===== config.mk =====
export PLATFORM = sky130hd
export DESIGN_NAME = cap_timer
export DESIGN_NICKNAME = d
export VERILOG_FILES = /design/src/rtl/cap_timer_pkg.sv /design/src/rtl/cap_timer_edge.sv /design/src/rtl/cap_timer_counter.sv /design/src/rtl/cap_timer_regs.sv /design/src/rtl/cap_timer.sv
export SDC_FILE = /design/constraint.sdc
export NUM_CORES = 1
export LEC_CHECK = 0
export ABC_AREA = 1
export BUFFER_PORTS_ARGS = -buffer_cell sky130_fd_sc_hd__clkbuf_2
export CORE_UTILIZATION = 65
export CTS_CLUSTER_DIAMETER = 120
export DETAILED_ROUTE_END_ITERATION = 12
export PLACE_DENSITY_LB_ADDON = 0.3
export REMOVE_ABC_BUFFERS = 1
export SLEW_MARGIN = 40
export SYNTH_ARGS = -nofsm -noshare
export SYNTH_HDL_FRONTEND = slang
export SYNTH_SLANG_ARGS = --single-unit

===== constraint.sdc =====
create_clock -name clk_i -period 3.2 [get_ports clk_i]
set_input_delay 0 -clock clk_i [delete_from_list [all_inputs] [get_ports clk_i]]
set_output_delay 0 -clock clk_i [all_outputs]
set_load 0.05 [all_outputs]

===== src/rtl/cap_timer_pkg.sv =====
package cap_timer_pkg;

  typedef enum logic [1:0] {
    RUN_OFF    = 2'd0,
    RUN_ONCE   = 2'd1,
    RUN_LOOP   = 2'd2,
    RUN_RELOAD = 2'd3
  } run_mode_e;

  typedef enum logic [1:0] {
    EDGE_RISE = 2'd0,
    EDGE_FALL = 2'd1,
    EDGE_BOTH = 2'd2,
    EDGE_NONE = 2'd3
  } edge_sel_e;

  // Packed LSB-first: run [1:0], edge_sel [3:2], cap_en [4], clr_on_rd [5]
  typedef struct packed {
    logic      clr_on_rd;
    logic      cap_en;
    edge_sel_e edge_sel;
    run_mode_e run;
  } ctrl_t;

  localparam int CTRL_W = $bits(ctrl_t);
  localparam int STAT_W = 2;

  localparam int A_CTRL = 0;
  localparam int A_PRD  = 1;
  localparam int A_RLD  = 2;
  localparam int A_CNT  = 3;
  localparam int A_STAT = 4;

endpackage


===== src/rtl/cap_timer_edge.sv =====
module cap_timer_edge
  import cap_timer_pkg::*;
#(
  parameter int STAGES = 2
) (
  input  logic      clk_i,
  input  logic      rst_ni,
  input  logic      pin_i,
  input  edge_sel_e edge_sel_i,
  input  logic      arm_i,
  output logic      evt_o
);

  logic [STAGES-1:0] sync_q;
  logic              last_q;
  logic              lvl;
  logic              rise;
  logic              fall;
  logic              raw;

  for (genvar s = 0; s < STAGES; s++) begin : g_sync
    if (s == 0) begin : g_first
      always_ff @(posedge clk_i or negedge rst_ni) begin
        if (!rst_ni) sync_q[s] <= 1'b0;
        else         sync_q[s] <= pin_i;
      end
    end else begin : g_next
      always_ff @(posedge clk_i or negedge rst_ni) begin
        if (!rst_ni) sync_q[s] <= 1'b0;
        else         sync_q[s] <= sync_q[s-1];
      end
    end
  end

  assign lvl = sync_q[STAGES-1];

  always_ff @(posedge clk_i or negedge rst_ni) begin
    if (!rst_ni) last_q <= 1'b0;
    else         last_q <= lvl;
  end

  assign rise = lvl & ~last_q;
  assign fall = ~lvl & last_q;

  always_comb begin
    case (edge_sel_i)
      EDGE_RISE: raw = rise;
      EDGE_FALL: raw = fall;
      EDGE_BOTH: raw = rise | fall;
      default:   raw = 1'b0;
    endcase
  end

  assign evt_o = arm_i & raw;

  // no event when the edge selector is the reserved code
  p_no_reserved_evt_r6 : assert property (@(posedge clk_i) disable iff (!rst_ni)
    (edge_sel_i == EDGE_NONE) |-> !evt_o);

endmodule


===== src/rtl/cap_timer_counter.sv =====
module cap_timer_counter
  import cap_timer_pkg::*;
#(
  parameter int DW = 32
) (
  input  logic          clk_i,
  input  logic          rst_ni,
  input  run_mode_e     run_i,
  input  logic [DW-1:0] prd_i,
  input  logic          wr_en_i,
  input  logic [DW-1:0] wr_data_i,
  input  logic          rd_clr_i,
  input  logic          cap_i,
  output logic [DW-1:0] cnt_o,
  output logic          hit_o
);

  logic [DW-1:0] cnt_q;
  logic [DW-1:0] cnt_d;
  logic          active;

  assign active = (run_i != RUN_OFF);
  assign hit_o  = active && (cnt_q == prd_i);

  always_comb begin
    cnt_d = cnt_q;
    if (wr_en_i) begin
      cnt_d = wr_data_i;
    end else if (cap_i || rd_clr_i) begin
      cnt_d = '0;
    end else if (hit_o) begin
      cnt_d = (run_i == RUN_ONCE) ? cnt_q : '0;
    end else if (active) begin
      cnt_d = cnt_q + DW'(1);
    end
  end

  always_ff @(posedge clk_i or negedge rst_ni) begin
    if (!rst_ni) cnt_q <= '0;
    else         cnt_q <= cnt_d;
  end

  assign cnt_o = cnt_q;

  p_hold_r2 : assert property (@(posedge clk_i) disable iff (!rst_ni)
    (run_i == RUN_OFF && !wr_en_i && !rd_clr_i && !cap_i) |=> (cnt_q == $past(cnt_q)));

  p_oneshot_stop_r3 : assert property (@(posedge clk_i) disable iff (!rst_ni)
    (run_i == RUN_ONCE && hit_o && !wr_en_i && !cap_i && !rd_clr_i) |=> (cnt_q == $past(cnt_q)));

  p_wrap_r4 : assert property (@(posedge clk_i) disable iff (!rst_ni)
    (run_i[1] && hit_o && !wr_en_i) |=> (cnt_q == '0));

  p_cap_clear_r7 : assert property (@(posedge clk_i) disable iff (!rst_ni)
    (cap_i && !wr_en_i) |=> (cnt_q == '0));

  p_rd_clear_r8 : assert property (@(posedge clk_i) disable iff (!rst_ni)
    (rd_clr_i && !wr_en_i) |=> (cnt_q == '0));

endmodule


===== src/rtl/cap_timer_regs.sv =====
module cap_timer_regs
  import cap_timer_pkg::*;
#(
  parameter int DW = 32,
  parameter int AW = 3
) (
  input  logic          clk_i,
  input  logic          rst_ni,
  input  logic          reg_wr_i,
  input  logic          reg_rd_i,
  input  logic [AW-1:0] reg_addr_i,
  input  logic [DW-1:0] reg_wdata_i,
  output logic [DW-1:0] reg_rdata_o,
  input  logic [DW-1:0] cnt_i,
  input  logic          hit_i,
  input  logic          cap_i,
  output ctrl_t         ctrl_o,
  output logic [DW-1:0] prd_o,
  output logic          cnt_wr_o,
  output logic          rd_clr_o,
  output logic          irq_o
);

  ctrl_t             ctrl_q;
  logic [DW-1:0]     prd_q;
  logic [DW-1:0]     rld_q;
  logic [STAT_W-1:0] stat_q;
  logic [STAT_W-1:0] stat_clr;
  logic              irq_q;
  logic              wr_ctrl, wr_prd, wr_rld, wr_stat;

  assign wr_ctrl  = reg_wr_i && (reg_addr_i == AW'(A_CTRL));
  assign wr_prd   = reg_wr_i && (reg_addr_i == AW'(A_PRD));
  assign wr_rld   = reg_wr_i && (reg_addr_i == AW'(A_RLD));
  assign wr_stat  = reg_wr_i && (reg_addr_i == AW'(A_STAT));
  assign cnt_wr_o = reg_wr_i && (reg_addr_i == AW'(A_CNT));
  assign rd_clr_o = reg_rd_i && (reg_addr_i == AW'(A_CNT)) && ctrl_q.clr_on_rd;
  assign stat_clr = wr_stat ? reg_wdata_i[STAT_W-1:0] : '0;

  always_ff @(posedge clk_i or negedge rst_ni) begin
    if (!rst_ni) begin
      ctrl_q <= '0;
    end else if (wr_ctrl) begin
      ctrl_q <= ctrl_t'(reg_wdata_i[CTRL_W-1:0]);
    end else if (hit_i && ctrl_q.run == RUN_ONCE) begin
      ctrl_q.run <= RUN_OFF;
    end
  end

  always_ff @(posedge clk_i or negedge rst_ni) begin
    if (!rst_ni) begin
      prd_q <= '0;
    end else if (wr_prd) begin
      prd_q <= reg_wdata_i;
    end else if (hit_i && ctrl_q.run == RUN_RELOAD) begin
      prd_q <= rld_q;
    end
  end

  always_ff @(posedge clk_i or negedge rst_ni) begin
    if (!rst_ni)     rld_q <= '0;
    else if (wr_rld) rld_q <= reg_wdata_i;
  end

  always_ff @(posedge clk_i or negedge rst_ni) begin
    if (!rst_ni) begin
      stat_q <= '0;
      irq_q  <= 1'b0;
    end else begin
      stat_q <= (stat_q & ~stat_clr) | {cap_i, hit_i};
      irq_q  <= hit_i | cap_i;
    end
  end

  always_comb begin
    reg_rdata_o = '0;
    case (reg_addr_i)
      AW'(A_CTRL): reg_rdata_o[CTRL_W-1:0] = ctrl_q;
      AW'(A_PRD):  reg_rdata_o = prd_q;
      AW'(A_RLD):  reg_rdata_o = rld_q;
      AW'(A_CNT):  reg_rdata_o = cnt_i;
      AW'(A_STAT): reg_rdata_o[STAT_W-1:0] = stat_q;
      default:     reg_rdata_o = '0;
    endcase
  end

  assign ctrl_o = ctrl_q;
  assign prd_o  = prd_q;
  assign irq_o  = irq_q;

  p_oneshot_off_r3 : assert property (@(posedge clk_i) disable iff (!rst_ni)
    (hit_i && ctrl_q.run == RUN_ONCE && !wr_ctrl) |=> (ctrl_q.run == RUN_OFF));

  p_reload_r5 : assert property (@(posedge clk_i) disable iff (!rst_ni)
    (hit_i && ctrl_q.run == RUN_RELOAD && !wr_prd) |=> (prd_q == $past(rld_q)));

  p_hit_flag_r9 : assert property (@(posedge clk_i) disable iff (!rst_ni)
    hit_i |=> (stat_q[0] && irq_q));

  p_irq_flag_r10 : assert property (@(posedge clk_i) disable iff (!rst_ni)
    irq_q |-> (stat_q != '0));

endmodule


===== src/rtl/cap_timer.sv =====
module cap_timer
  import cap_timer_pkg::*;
#(
  parameter int DW          = 32,
  parameter int AW          = 3,
  parameter int SYNC_STAGES = 2
) (
  input  logic          clk_i,
  input  logic          rst_ni,
  input  logic          reg_wr_i,
  input  logic          reg_rd_i,
  input  logic [AW-1:0] reg_addr_i,
  input  logic [DW-1:0] reg_wdata_i,
  output logic [DW-1:0] reg_rdata_o,
  input  logic          cap_pin_i,
  output logic          irq_o
);

  ctrl_t         ctrl;
  logic [DW-1:0] prd;
  logic [DW-1:0] cnt;
  logic          cnt_wr;
  logic          rd_clr;
  logic          hit;
  logic          cap_evt;
  logic          cap_arm;

  // capture only in the two free-running modes
  assign cap_arm = ctrl.cap_en && ctrl.run[1];

  cap_timer_regs #(.DW(DW), .AW(AW)) u_regs (
    .clk_i       (clk_i),
    .rst_ni      (rst_ni),
    .reg_wr_i    (reg_wr_i),
    .reg_rd_i    (reg_rd_i),
    .reg_addr_i  (reg_addr_i),
    .reg_wdata_i (reg_wdata_i),
    .reg_rdata_o (reg_rdata_o),
    .cnt_i       (cnt),
    .hit_i       (hit),
    .cap_i       (cap_evt),
    .ctrl_o      (ctrl),
    .prd_o       (prd),
    .cnt_wr_o    (cnt_wr),
    .rd_clr_o    (rd_clr),
    .irq_o       (irq_o)
  );

  cap_timer_edge #(.STAGES(SYNC_STAGES)) u_edge (
    .clk_i      (clk_i),
    .rst_ni     (rst_ni),
    .pin_i      (cap_pin_i),
    .edge_sel_i (ctrl.edge_sel),
    .arm_i      (cap_arm),
    .evt_o      (cap_evt)
  );

  cap_timer_counter #(.DW(DW)) u_cnt (
    .clk_i     (clk_i),
    .rst_ni    (rst_ni),
    .run_i     (ctrl.run),
    .prd_i     (prd),
    .wr_en_i   (cnt_wr),
    .wr_data_i (reg_wdata_i),
    .rd_clr_i  (rd_clr),
    .cap_i     (cap_evt),
    .cnt_o     (cnt),
    .hit_o     (hit)
  );

  p_cap_gate_r7 : assert property (@(posedge clk_i) disable iff (!rst_ni)
    (!ctrl.cap_en || !ctrl.run[1]) |-> !cap_evt);

endmodule


=== After elaboration in Yosys (flattened, before gate mapping) ===
Index checks and enable logic that the tools add are counted.

* Equal/unequal tests: 10
* Reductions and logical operators: 19
* Bitwise logic cells: 10
* Add/sub/neg operators: 1
* Mux-type cells: 14

{| class="wikitable"
|+ Operators with widths
! kind !! number
|-
| 2-to-1 mux 32 bit || 7
|-
| case mux 26 bit (3 select lines) || 1
|-
| adder 32 x 1 -> 32 bit (second input constant) || 1
|-
| == test 32 bit || 1
|-
| case mux 4 bit (4 select lines) || 1
|-
| logical AND 1 bit || 11
|-
| case mux 2 bit (5 select lines) || 1
|-
| == test 3 x 2 -> 1 bit (second input constant) || 2
|-
| 2-to-1 mux 2 bit || 3
|-
| nonzero test 2 bit || 3
|-
| == test 2 x 1 -> 1 bit (second input constant) || 2
|-
| == test 2 bit (second input constant) || 2
|-
| != test 4 x 3 -> 1 bit (second input constant) || 1
|-
| nonzero test 4 bit || 1
|-
| bitwise AND 1 bit || 3
|-
| == test 3 x 1 -> 1 bit (second input constant) || 1
|-
| == test 3 bit (second input constant) || 1
|-
| logical NOT 3 bit || 1
|-
| case mux 1 bit (3 select lines) || 1
|-
| bitwise AND 2 bit || 1
|-
| logical NOT 2 bit || 1
|-
| NOT 1 bit || 2
|-
| NOT 2 bit || 1
|-
| bitwise OR 1 bit || 2
|-
| other kinds (3) || 3
|}

* Output and inout bits: 33
* Input port bits: 40
* Bits in registers: 108
* Word-level logic and storage cells: 66

=== Logic depth before layout (Yosys ltp) ===
* Depth in word-level cells: 8
* Gate-level depth with buffers: 15
* Depth with buffers taken out: 15

=== By module ===
A second synthesis with hierarchy kept.

* Cells, all modules: 1232
* Area total of the unflattened synthesis: 7744.9 um2

{| class="wikitable"
|+ By module, submodules not included
! module !! cells an instance !! area an instance (um2) !! instances !! seq. area each (um2)
|-
| cap_timer_regs || 599 || 4135.2 || 1 || 1826.8
|-
| cap_timer_counter || 615 || 3449.6 || 1 || 800.8
|-
| cap_timer_edge || 16 || 152.6 || 1 || 75.1
|-
| cap_timer || 2 || 7.5 || 1 || 0.0
|}

=== Worst setup path after synthesis ===
OpenSTA, ideal clock, no wires.

* Kind: register -> register
* Start point: register u_cnt.cnt_q[0], in the netlist u_cnt.cnt_o[0]
* End point: register u_cnt.cnt_q[20], in the netlist u_cnt.cnt_o[20]
* Stages on the path, launching flop included: 12
* Slack: 1.491 ns
* Required time: 3.083 ns
* Setup time: 0.117 ns
* Buffers on the path: 0
* Period minus slack after synthesis: 1.709 ns
* Arrival: 1.592 ns
* Path through: dfrtp_1 -> ha_1 -> nand2_1 -> nor2_1 -> nand2_1 -> nor2_1 -> nand2_1 -> xor2_1 -> nand3_1 -> nand2_1 -> nand2_1 -> nand2_1

* Cells in the longest elaborated chain, start to end: 5
* Elaborated cells between the ends (all ways): 10
* Classes of those cells: add/sub (1); eq/ne (2); mux (4); reduce/logical (3)

{| class="wikitable"
|+ RTL lines
! element !! RTL line !! RTL
|-
| start: declaration || cap_timer_counter.sv:18 || <nowiki>logic [DW-1:0] cnt_q;</nowiki>
|-
| start signal: assignment || cap_timer_counter.sv:40 || <nowiki>else cnt_q <= cnt_d;</nowiki>
|-
| adder 32 x 1 -> 32 bit / == test 32 bit (equally long branches) || cap_timer_counter.sv:34, cap_timer_counter.sv:23 ||
|-
| 2-to-1 mux 32 bit / logical AND 1 bit (equally long branches) || cap_timer_counter.sv:33, cap_timer_counter.sv:23 ||
|-
| 2-to-1 mux 32 bit || cap_timer_counter.sv:31 || <nowiki>end else if (hit_o) begin</nowiki>
|-
| 2-to-1 mux 32 bit || cap_timer_counter.sv:29 || <nowiki>end else if (cap_i || rd_clr_i) begin</nowiki>
|-
| 2-to-1 mux 32 bit || cap_timer_counter.sv:27 || <nowiki>if (wr_en_i) begin</nowiki>
|}

Several ways; a longest one is shown, not always the timed one. The select of a mux whose other input is x is not followed.
A chain may end at the register's enable or synchronous reset.

=== Final worst setup path ===
* Start point: register u_cnt.cnt_q[18], in the netlist u_cnt.cnt_o[18]
* End point: register u_cnt.cnt_q[11], in the netlist u_cnt.cnt_o[11]

* Cells in the longest elaborated chain, start to end: 5
* Elaborated cells between the ends (all ways): 8
* Classes of those cells: eq/ne (2); mux (3); reduce/logical (3)

{| class="wikitable"
|+ RTL lines
! element !! RTL line !! RTL
|-
| == test 32 bit * || cap_timer_counter.sv:23 || <nowiki>assign hit_o = active && (cnt_q == prd_i);</nowiki>
|-
| logical AND 1 bit * || cap_timer_counter.sv:23 ||
|-
| 2-to-1 mux 32 bit || cap_timer_counter.sv:31 ||
|-
| 2-to-1 mux 32 bit || cap_timer_counter.sv:29 ||
|-
| 2-to-1 mux 32 bit || cap_timer_counter.sv:27 ||
|}

Every way passes the cells marked *; elsewhere a longest branch is shown, timed or not.

==> summary.md <==
| Metric | Value |
|---|---|
| Min cycle time layout | 2.40 ns |
| Cell Area, Placed | 0.00762 mm² |
| Tot Pwr | 5.38 mW |
| Antenna Cells | 0 |
| DP HPWL | 13.5 mm |
| Htree depth | 3 |
| Initial antenna violation count | 0 |
| Clock Sinks | 108 |
| Core ar. | 0.0109 mm² |
| Worst Skew | 0.0141 ns |
| Final Hold Vio Count | 0 |
| Delay-heaviest family, CP | simple AND/OR/NAND/NOR gates |
| First-pass GRT wire length | 33.0 mm |
| TritonCTS clock tree | built |
| IO buf count | 72 |
| FILL cells | 898 |
| Crit Path Max Fanout | 33 |
| DR vias/cell | 5.67 |
| Worst-path clk slew | 0.10 ns |
| Top Ports | 73 |
| Max Cap Viol | 0 |
| CTS Buffer Depth | 2 |
| Cell mode on critical path | nand2_1 |
| Setup WS post-layout | 0.801 ns |
| Synth Register Bits | 108 |
| Final nets | 1226 |
| Post-route ant nets | 0 |
| Layout cell share with drive strength beyond 1 | 0.103 |
| Via count | 7529 |
| Yosys warns | 0 |
| Multi-input gate area | 0.00380 mm² |
| Startpoint types | flip-flop |
| Vias in the first global route | 6900 |
| Final Cycle Share | 0.750 |
| Gr usage total | 0.368 |
| Initial core utilization | 0.668 |
| DRC Markers | 0 |
| Max transition margin | 0.436 |
| RSZ-0062 raised after global routing | false |
| Worst-Margin Slew | 0.839 ns |
| Outcome | complete, no violations |
| Grt ovf | 0 |
| Crit-path slowest cell | dfrtp_1 |
| Largest net degree at the start of global routing | 65 |
| Worst EP required | 3.49 ns |
| Hold Path Class | in -> reg |
| CP max stage delay | 0.52 ns |
| Clk Latency, worst-skew pair | 0.39 ns |
| Die height | 108 µm |
| Row cnt | 38 |
| FF+latch area | 0.00270 mm² |
| Initial DRC count | 695 |
| Synth-to-layout area growth | 12.1% |
| Root Buffer | clkbuf_8 |
| Pleak | 4.38 nW |
| Count of final setup violators | 0 |
| WS Path Type | reg -> reg |
| Die Span X | 108 µm |
| Post-CTS Resized | 0 |
| PD cells | 659 mW/mm² |
| Synthesized instance count | 1111 |
| Util after Layout | 0.749 |
| DIE AREA | 0.0116 mm² |
| Mean Syn Cell Area | 6.55 µm² |
| Mapped Area | 0.00728 mm² |
| CP Cell Sequence | inv_2, nand2_1, nand2_1, nor2_1, nand2_1, nor2_1, nand2_1, nor2_4, nand3_2, nand2_4, nand2_4, nand2_1, nand2_1 |
| Worst vdd ir | 0.000498 V |
| Critical Path End Type | flip-flop |
| Post-Route WL | 20.3 mm |
| CP Buf/Inv Count | 1 |
| Arr. time, crit path | 2.69 ns |
| CTS buffer count | 9 |
| TNS Setup | 0 ns |
| Library cells used by synthesis | 34 |
| Most frequent cells in the layout | nand2_1 (462), nand3_1 (127), inv_1 (116), dfrtp_1 (108), o21ai_0 (78) |
| Seq/Total Area, Yosys | 0.371 |
| # Post-CTS Setup Buffers | 0 |
| Pre-Repair DR Iteration Count | 6 |
| GPL Wtd Cong | 0.974 |
| F_max | 417 MHz |
| Post-route cell area | 0.00816 mm² |
| Dpl ws | 0.859 ns |
| Max-slew violations | 0 |
| Drt wl/cell | 15.3 µm |
| Most common cell after layout, fill and taps aside | nand2_1 |
worst register-to-register path, delay by kind of cell (launching register included):
kind | cells | cell delay, ns
buf+inv | 1 | 0.07
flops | 1 | 0.52
simple gates | 12 | 1.73
where the power goes:
group          switching, mW  internal [mW]
logic                   1.43          0.799
registers              0.517           1.75
clock network          0.482          0.400
routing by layer:
layer	wire length, µm	vias up	global-route usage
met5	0	-	0
met4	537	0	0.138
met3	1630	65	0.0817
met2	9390	341	0.579
met1	8760	3475	0.495
li1	-	3648	-
cells by family (layout without fill, tap and decap cells):
logic type | count (synthesis) | count (layout) | synth area share
DFF | 108 | 108 | 0.371
and+or+nand+nor | 680 | 680 | 0.389
AOI/OAI and AO/OA | 113 | 113 | 0.0923
buffers and inverters | 179 | 255 | 0.108
xor gates and xnor gates | 28 | 28 | 0.0337
adders and majority gates | 3 | 3 | 0.00516
state kept, by name (all words and copies together), names as in the netlist:
signal,count
u_regs.prd_o,32
u_regs.rld_q,32
u_edge.last_q,1
u_edge.sync_q,1
u_regs.stat_q,2
u_regs.irq_o,1
u_regs.ctrl_o,6
u_cnt.cnt_o,32
u_edge.lvl,1
Yosys cell counts:
cell type    n  area share
buf_4        2      0.0021
nor3_2       1      0.0014
ha_1         3      0.0052
nand2_1    464        0.24
nand3b_1     1      0.0010
a21oi_1      1     0.00069
buf_6       12       0.019
nand3_2      4      0.0055
clkbuf_1    24       0.012
nand2_2      2      0.0017
xnor2_1      8      0.0096
a22oi_1      4      0.0041
o21ai_0     78       0.054
o22ai_1      1     0.00086
nor2_1      62       0.032
dfrtp_1    108        0.37
inv_1      116       0.060
and3_1       1     0.00086
buf_1        6      0.0031
nor2_2       2      0.0017
clkbuf_2     3      0.0021
a221oi_1     1      0.0012
buf_2       10      0.0069
and2_1       1     0.00086
inv_2        6      0.0031
nor2_4       3      0.0046
o211ai_1    11       0.011
nand2_4      2      0.0031
nand3_1    127       0.087
nand4_1      4      0.0034
xor2_1      20       0.024
o221ai_1    17       0.020
nand4_4      1      0.0029
nor3_1       5      0.0034
timing repair:
item                                    4_1_cts  5_1_grt
hold buffers                                 34        0
endpoints found under the hold margin       150        0
endpoints found under the setup margin        0        0
metrics by stage:
stage               cells  hold WS [ns]
finish               1327        0.0506
global route         1327        0.0800
CTS                  1327        0.0379
detailed placement   1278         0.106
global placement     1278         0.102
floorplan            1054        -0.296
final timing paths:
path	endpoint	cells past startpoint	slack, ns	start
max	u_cnt.cnt_o[11]$_DFFE_PN0P_	13	0.80	u_cnt.cnt_o[18]$_DFFE_PN0P_
min	u_regs.stat_q[0]$_DFF_PN0_	4	0.05	reg_addr_i[2]
max reg2reg	u_cnt.cnt_o[11]$_DFFE_PN0P_	13	0.80	u_cnt.cnt_o[18]$_DFFE_PN0P_
min reg2reg	u_edge.lvl$_DFF_PN0_	0	0.38	u_edge.sync_q[0]$_DFF_PN0_
max in group asynchronous	u_regs.rld_q[17]$_DFFE_PN0P_	3	2.24	rst_ni
min in group asynchronous	u_edge.sync_q[0]$_DFF_PN0_	2	0.20	rst_ni
final cells by class:
class                   instances  area share
well taps                     140      0.0215
inverters                     122      0.0561
multi-input cells             824       0.466
flip-flops and latches        108       0.331
clock inverters                 4     0.00598
repair buffers                118       0.100
clock buffers                  11      0.0186
Power figures use the tool's default switching activity.
